`src/rtl/branch_resolve.sv`:
```
module branch_resolve #(
  parameter int DW   = 32,
  parameter int OFFL = 12,
  parameter int OFFS = 8
) (
  input  logic            clk,
  input  logic            rst_n,
  input  logic            req_valid,
  input  logic [1:0]      req_form,
  input  logic [1:0]      fld_m,
  input  logic [3:0]      fld_r,
  input  logic [3:0]      fld_t,
  input  logic [OFFS-1:0] off8,
  input  logic [OFFL-1:0] off12,
  input  logic [DW-1:0]   cur_pc,
  input  logic [DW-1:0]   src_s,
  input  logic [DW-1:0]   src_t,
  output logic            res_valid,
  output logic            res_taken,
  output logic [DW-1:0]   res_pc
);

  localparam int BW = $clog2(DW);
  localparam logic [1:0] F_ZERO = 2'd0;
  localparam logic [1:0] F_CSGN = 2'd1;
  localparam logic [1:0] F_CUNS = 2'd2;
  localparam logic [1:0] F_REG  = 2'd3;

  function automatic logic [DW-1:0] k_signed(input logic [3:0] idx);
    case (idx)
      4'd0:    return '1;
      4'd9:    return DW'(10);
      4'd10:   return DW'(12);
      4'd11:   return DW'(16);
      4'd12, 4'd13, 4'd14, 4'd15:
               return DW'(1) << (idx - 4'd7);
      default: return DW'(idx);
    endcase
  endfunction

  function automatic logic [DW-1:0] k_unsigned(input logic [3:0] idx);
    case (idx)
      4'd0:    return DW'(32768);
      4'd1:    return DW'(65536);
      default: return k_signed(idx);
    endcase
  endfunction

  logic [DW-1:0] opnd_b;
  logic          is_eq, is_slt, is_ult;
  logic [BW-1:0] bit_ix;
  logic          bit_clr;
  logic          reg_test;
  logic          cond;
  logic [DW-1:0] offs;
  logic [DW-1:0] tgt_pc, seq_pc, nxt_pc;

  always_comb begin
    case (req_form)
      F_ZERO:  opnd_b = '0;
      F_CSGN:  opnd_b = k_signed(fld_r);
      F_CUNS:  opnd_b = k_unsigned(fld_r);
      default: opnd_b = src_t;
    endcase
  end

  assign is_eq  = (src_s == opnd_b);
  assign is_slt = ($signed(src_s) < $signed(opnd_b));
  assign is_ult = (src_s < opnd_b);

  assign bit_ix  = (fld_r[2:0] == 3'd5) ? src_t[BW-1:0] : BW'({fld_r[0], fld_t});
  assign bit_clr = ~src_s[bit_ix];

  always_comb begin
    case (fld_r[2:0])
      3'd0:    reg_test = ((src_s & src_t) == '0);
      3'd1:    reg_test = is_eq;
      3'd2:    reg_test = is_slt;
      3'd3:    reg_test = is_ult;
      3'd4:    reg_test = ((src_s & src_t) == src_t);
      default: reg_test = bit_clr;
    endcase
  end

  always_comb begin
    case (req_form)
      F_ZERO, F_CSGN:
        case (fld_m)
          2'd0:    cond = is_eq;
          2'd1:    cond = ~is_eq;
          2'd2:    cond = is_slt;
          default: cond = ~is_slt;
        endcase
      F_CUNS:  cond = (fld_m == 2'd2) ? is_ult : ~is_ult;
      default: cond = reg_test ^ fld_r[3];
    endcase
  end

  assign offs   = (req_form == F_ZERO) ? {{(DW-OFFL){off12[OFFL-1]}}, off12}
                                       : {{(DW-OFFS){off8[OFFS-1]}}, off8};
  assign tgt_pc = cur_pc + DW'(4) + offs;
  assign seq_pc = cur_pc + DW'(3);
  assign nxt_pc = cond ? tgt_pc : seq_pc;

  always_ff @(posedge clk or negedge rst_n) begin
    if (!rst_n) begin
      res_valid <= 1'b0;
      res_taken <= 1'b0;
      res_pc    <= '0;
    end else begin
      res_valid <= req_valid;
      if (req_valid) begin
        res_taken <= cond;
        res_pc    <= nxt_pc;
      end
    end
  end

  AST_VALID_FOLLOWS: assert property (@(posedge clk) disable iff (!rst_n)
    req_valid |=> res_valid);

  AST_IDLE_HOLDS: assert property (@(posedge clk) disable iff (!rst_n)
    !req_valid |=> (!res_valid && $stable(res_taken) && $stable(res_pc)));

  AST_ZERO_EQUAL: assert property (@(posedge clk) disable iff (!rst_n)
    (req_valid && req_form == F_ZERO && fld_m == 2'd0) |=> (res_taken == ($past(src_s) == '0)));

  AST_LONG_TARGET: assert property (@(posedge clk) disable iff (!rst_n)
    (req_valid && req_form == F_ZERO) |=>
      (!res_taken || res_pc == $past(cur_pc) + DW'(4) + {{(DW-OFFL){$past(off12[OFFL-1])}}, $past(off12)}));

  AST_SHORT_TARGET: assert property (@(posedge clk) disable iff (!rst_n)
    (req_valid && req_form != F_ZERO) |=>
      (!res_taken || res_pc == $past(cur_pc) + DW'(4) + {{(DW-OFFS){$past(off8[OFFS-1])}}, $past(off8)}));

  AST_FALLTHRU: assert property (@(posedge clk) disable iff (!rst_n)
    req_valid |=> (res_taken || res_pc == $past(cur_pc) + DW'(3)));

  AST_POLARITY_EQ: assert property (@(posedge clk) disable iff (!rst_n)
    (req_valid && req_form == F_REG && fld_r == 4'd9) |=> (res_taken == ($past(src_s) != $past(src_t))));

endmodule

```
`config.mk`:
```
export PLATFORM = sky130hd
export DESIGN_NAME = branch_resolve
export DESIGN_NICKNAME = d
export VERILOG_FILES = /design/src/rtl/branch_resolve.sv
export SDC_FILE = /design/constraint.sdc
export NUM_CORES = 1
export LEC_CHECK = 0
export CAP_MARGIN = 20
export CORE_UTILIZATION = 50
export CTS_BUF_LIST = sky130_fd_sc_hd__clkbuf_8 sky130_fd_sc_hd__clkbuf_16
export CTS_CLUSTER_SIZE = 8
export DETAILED_ROUTE_END_ITERATION = 12
export PLACE_DENSITY = 0.94
export SLEW_MARGIN = 20
export SYNTH_ARGS = -nofsm -noshare
export SYNTH_HDL_FRONTEND = slang
export SYNTH_SLANG_ARGS = --single-unit
```
`constraint.sdc`:
```
create_clock -name clk -period 2.27 [get_ports clk]
set_input_delay 0.454 -clock clk [delete_from_list [all_inputs] [get_ports clk]]
set_output_delay 0.454 -clock clk [all_outputs]
set_load 0.01 [all_outputs]
```
==> results of run 1 <==
routing by layer:
metal,GRT overflow,global-route usage
met1,2,0.739
met3,1,0.585
met4,57,0.850
met2,114,0.970
met5,1,0.106
metrics by stage:
step                      instance area [µm²]  worst slack (ps)  hold slack [ps]  instances
after floorplan                          6380             -2070              158        790
after global placement                  10000             -2580              503       1354
after detailed placement                10000             -2920              482       1354
after CTS                               10700             -2220              500       1386
cell families after synthesis:
kind of cell,Yosys count,share of synthesized area
mux,29,0.0523
flops,34,0.136
fa+ha+maj,96,0.194
buf+inv,75,0.0517
xor+xnor,59,0.0828
compound gates,286,0.304
simple gates,211,0.179
what timing repair did:
| action | in CTS |
|---|---|
| setup endpoints to repair | 33 |
| pin swaps | 36 |
| gates resized for setup | 95 |
| gates cloned | 1 |
| setup buffers | 24 |
==> flow_metrics.env, run 1 <==
export IMPL_synth_warning_count=0
export IMPL_cts_sinks=34
export IMPL_gr_total_overflow=175
export IMPL_syn_nets=1017
export IMPL_synth_avg_cell_area_um2=7.90
export IMPL_first_global_vias=12300
export IMPL_status="stopped before the end"
export IMPL_grt_pass1_wl_um=75200
export IMPL_grtUsageTotal=0.767
export IMPL_synth_top_cell_by_area="ha_1"
export IMPL_synthTopCellsByCount="95 x ha_1, 70 x a21oi_1, 42 x nand3_1"
export IMPL_synth_seq_cells=34
export IMPL_start_util=0.515
export IMPL_rows=40
export IMPL_postSynthCellCount=790
export IMPL_numCtsBuffers=5
export IMPL_lastStage="5_1_grt"
export IMPL_io_buffers=164
export IMPL_yosysSeqAreaShare=0.136
export IMPL_synth_most_common_cell="ha_1"
export IMPL_synth_cell_types=72
export IMPL_cts_hold_buf=0
export IMPL_synth_edf_count=0
export IMPL_ys_async_sr_fraction=1.00
export IMPL_grt_max_degree=41
export IMPL_gp_congestion=1.19
export IMPL_dieHeight_um=114
export IMPL_yosysTopAreaCellShare=0.190
export IMPL_io_pins=165
export IMPL_dp_hpwl_um=25100
export IMPL_synth_area_um2=6240
export IMPL_firstError="[ERROR GRT-0116] Global routing finished with congestion. Check the congestion regions in the DRC Viewer."
export IMPL_root_buffer="clkbuf_16"
export IMPL_die_w_um=114
export IMPL_htree_levels=2
export IMPL_synthTopCellsByArea="ha_1 19%, dfrtp_1 14%, a21oi_1 5.6%, xor2_1 4.2%, xnor2_1 4.1%"
export IMPL_synthFlopType="dfrtp_1"
export IMPL_clockBufferDepth=2
==> run 2, diff against run 1 <==
Settings changed: CORE_UTILIZATION 50 to 35, CTS_BUF_LIST sky130_fd_sc_hd__clkbuf_8 sky130_fd_sc_hd__clkbuf_16 to unset, CTS_CLUSTER_SIZE 8 to unset, PLACE_DENSITY 0.94 to unset, PLACE_DENSITY_LB_ADDON set to 0.15.
==> run 2 against run 1 <==
Against the previous run:
- the flow now finishes, with violations (setup timing)
- synthesized cell count unchanged
- synthesized area unchanged
==> flow_metrics.env, run 2 <==
export IMPL_wl_per_cell_um=18.5
export IMPL_largest_register_ffs=32
export IMPL_finalCritPeriodShare=1.84
export IMPL_syn_nets=1017
export IMPL_cp_startpoint="fld_r[0]"
export IMPL_first_iter_violations=438
export IMPL_drc=0
export IMPL_grt_pass1_wl_um=41100
export IMPL_crit_path_start_kind="input port"
export IMPL_grt_max_degree=35
export IMPL_synthTopCellsByArea="ha_1 19%, dfrtp_1 14%, a21oi_1 5.6%, xor2_1 4.2%, xnor2_1 4.1%"
export IMPL_antennaDiodeCount=0
export IMPL_synthTopCellsByCount="95 x ha_1, 70 x a21oi_1, 42 x nand3_1"
export IMPL_ant_nets=0
export IMPL_required_ps=2440
export IMPL_start_util=0.360
export IMPL_critPathKind="in2reg"
export IMPL_synth_warning_count=0
export IMPL_pwr_share_comb=0.674
export IMPL_hold_viol=0
export IMPL_maxSlewViolCount=0
export IMPL_cts_hold_buf=0
export IMPL_end_kind="register"
export IMPL_clockBufferDepth=2
export IMPL_syn2layout_area_growth_pct=75.8
export IMPL_io_pins=165
export IMPL_dp_hpwl_um=21900
export IMPL_via_per_inst=5.54
export IMPL_rows=48
export IMPL_fill_cells=1547
export IMPL_whs_ps=259
export IMPL_ff2ff_path_depth=2
export IMPL_max_slew_worst_pin_slew_ps=826
export IMPL_synth_area_um2=6240
export IMPL_fin_skew_ps=0
export IMPL_arrival_ps=4340
export IMPL_min_period_ps=4170
export IMPL_gr_total_overflow=0
export IMPL_clk_pin_slew_ps=60
export IMPL_status="finished with violations"
export IMPL_nets=1455
export IMPL_io_buffers=164
export IMPL_synth_cell_types=72
export IMPL_firstDrtPassIters=4
export IMPL_seqPwrFrac=0.182
export IMPL_grtUsageTotal=0.289
export IMPL_top_register="res_pc"
export IMPL_first_global_vias=7887
export IMPL_yosysSeqAreaShare=0.136
export IMPL_clk_latency_ps=280
export IMPL_cts_sinks=34
export IMPL_maxCapViolations=0
export IMPL_sw_frac_of_total=0.390
export IMPL_ir_drop_mv=0.309
export IMPL_gp_congestion=0.991
export IMPL_core_um2=17400
export IMPL_postSynthCellCount=790
export IMPL_cp_endpoint="res_taken$_DFFE_PN0P_"
export IMPL_max_freq_mhz=240
export IMPL_worstReg2RegStart="res_pc[12]$_DFFE_PN0P_"
export IMPL_r2r_slack_ps=1280
export IMPL_reg_largest_list="res_pc (32), res_taken (1), res_valid (1)"
export IMPL_die_w_um=136
export IMPL_rsz0062_at_grt="yes"
export IMPL_antenna_found_initial=0
export IMPL_clkPwrFrac=0.144
export IMPL_power_switching_mw=1.85
export IMPL_setup_viol=33
export IMPL_dieHeight_um=136
export IMPL_numCtsBuffers=5
export IMPL_r2r_end="res_pc[12]$_DFFE_PN0P_"
export IMPL_synth_avg_cell_area_um2=7.90
export IMPL_dp_cells=1431
export IMPL_synth_top_cell_by_area="ha_1"
export IMPL_routed_wl_um=26900
export IMPL_yosysTopAreaCellShare=0.190
export IMPL_synthFlopType="dfrtp_1"
export IMPL_ys_async_sr_fraction=1.00
export IMPL_fin_ws_ps=-1900
export IMPL_worstPathMaxFanout=6
export IMPL_instances_no_fill=1452
export IMPL_synth_most_common_cell="ha_1"
export IMPL_p_leak_nw=5.02
export IMPL_synth_edf_count=0
export IMPL_violations="setup timing"
export IMPL_drive_gt1_frac=0.316
export IMPL_intPower_mw=2.89
export IMPL_final_cell_mix="283 x buf_4, 156 x clkdlybuf4s50_1, 92 x ha_1, 65 x a21oi_1, 42 x nand3_1"
export IMPL_die_area_um2=18400
export IMPL_synth_seq_cells=34
export IMPL_power_density_nw_per_um2=432
export IMPL_root_buffer="clkbuf_16"
export IMPL_final_common_cell="buf_4"
export IMPL_htree_levels=2
export IMPL_cts_tree="done"
export IMPL_num_vias=8043
export IMPL_relSlewSlack=0.450
export IMPL_hold_class="in2async"
==> run 2: kinds of logic (layout without fill, tap and decap cells) <==
kind of cell    Yosys count  in the layout  share of synthesized area
compound gates          286            286                      0.304
xor+xnor                 59             59                     0.0828
fa+ha+maj                96             96                      0.194
buf+inv                  75            512                     0.0517
flops                    34             34                      0.136
mux                      29             29                     0.0523
simple gates            211            211                      0.179
==> run 2: routing by layer <==
layer  GRT usage  part of all wire  vias to the layer above  wire length [µm]
met4       0.115             0.034                        0               923
li1            -                 -                     3943                 -
met2       0.504              0.48                      277             12800
met3      0.0224             0.048                       50              1300
met1       0.366              0.44                     3773             11800
met5           0                 0                        -                 0
==> run 2: what timing repair did <==
action,CTS,global route
setup endpoints to repair,33,33
buffers inserted,7,6
pin swaps,23,28
gates cloned,1,1
gates resized for setup,61,51
==> run 2: power by group through the flow <==
stage	logic [mW]	clock network, mW	registers [mW]
final	3.19	0.682	0.861
after CTS	3.00	0.694	0.858
after detailed placement	2.91	0	0.862
after global placement	2.90	0	0.866
after floorplan	1.31	0	0.895
after global routing	3.43	0.717	0.877
==> run 2: final cells by class <==
cell class	instances	area, µm²	share of cell area
clock buffers	6	139	0.0127
inverters	41	156	0.0143
multi-input cells	681	5520	0.503
flip-flops and latches	34	851	0.0775
well taps	225	282	0.0257
repair buffers	465	4030	0.367
==> run 2: per-stage QoR <==
step	TNS (ps)	setup slack [ps]	total power [mW]	instance area (µm²)	util
global route	-65760	-2080	5.03	11000	0.632
floorplan	-66260	-2070	2.20	6380	-
finish	-60120	-1900	4.74	11000	0.632
detailed placement	-87850	-2730	3.77	10300	0.592
CTS	-61760	-1930	4.55	10600	0.612
global placement	-84750	-2650	3.76	10300	0.592
==> run 2: worst max-delay path: stages <==
cell and delay, ps:
buf_8 100, nand2_4 70, inv_4 40, ha_4 240, or4_4 430, buf_6 140, nor2_2 90, o22ai_1 70
ha_1 320, o21ai_1 130, o21ai_1 80, a221oi_2 330, nor3_4 100, or3_1 370, a311o_1 320, and4_4 170
buf_6 110, o21ai_4 260, buf_4 170, a21oi_2 50, buf_4 140, a21o_1 150
==> run 2: worst min-delay path by stage <==
stage / start / end / depth (start not counted)
final: rst_n / res_pc[30]$_DFFE_PN0P_ / 1
after global routing: rst_n / res_pc[30]$_DFFE_PN0P_ / 1
after CTS: rst_n / res_pc[25]$_DFFE_PN0P_ / 1
after detailed placement: res_pc[10]$_DFFE_PN0P_ / res_pc[10]$_DFFE_PN0P_ / 2
after global placement: res_pc[7]$_DFFE_PN0P_ / res_pc[7]$_DFFE_PN0P_ / 2
after floorplan: rst_n / res_pc[0]$_DFFE_PN0P_ / 0
No activity file was read; power rests on OpenSTA's default activity.
==> run 3, diff against run 2 <==
Settings changed: SETUP_SLACK_MARGIN set to 0.4.
==> results of run 3 <==
Final layout, timing and power as in run 2 (identical DEF).
==> run 4, diff against run 3 <==
Settings changed: ABC_CLOCK_PERIOD_IN_PS set to 2270.
==> results of run 4 <==
Final layout, timing and power as in run 2 (identical DEF).
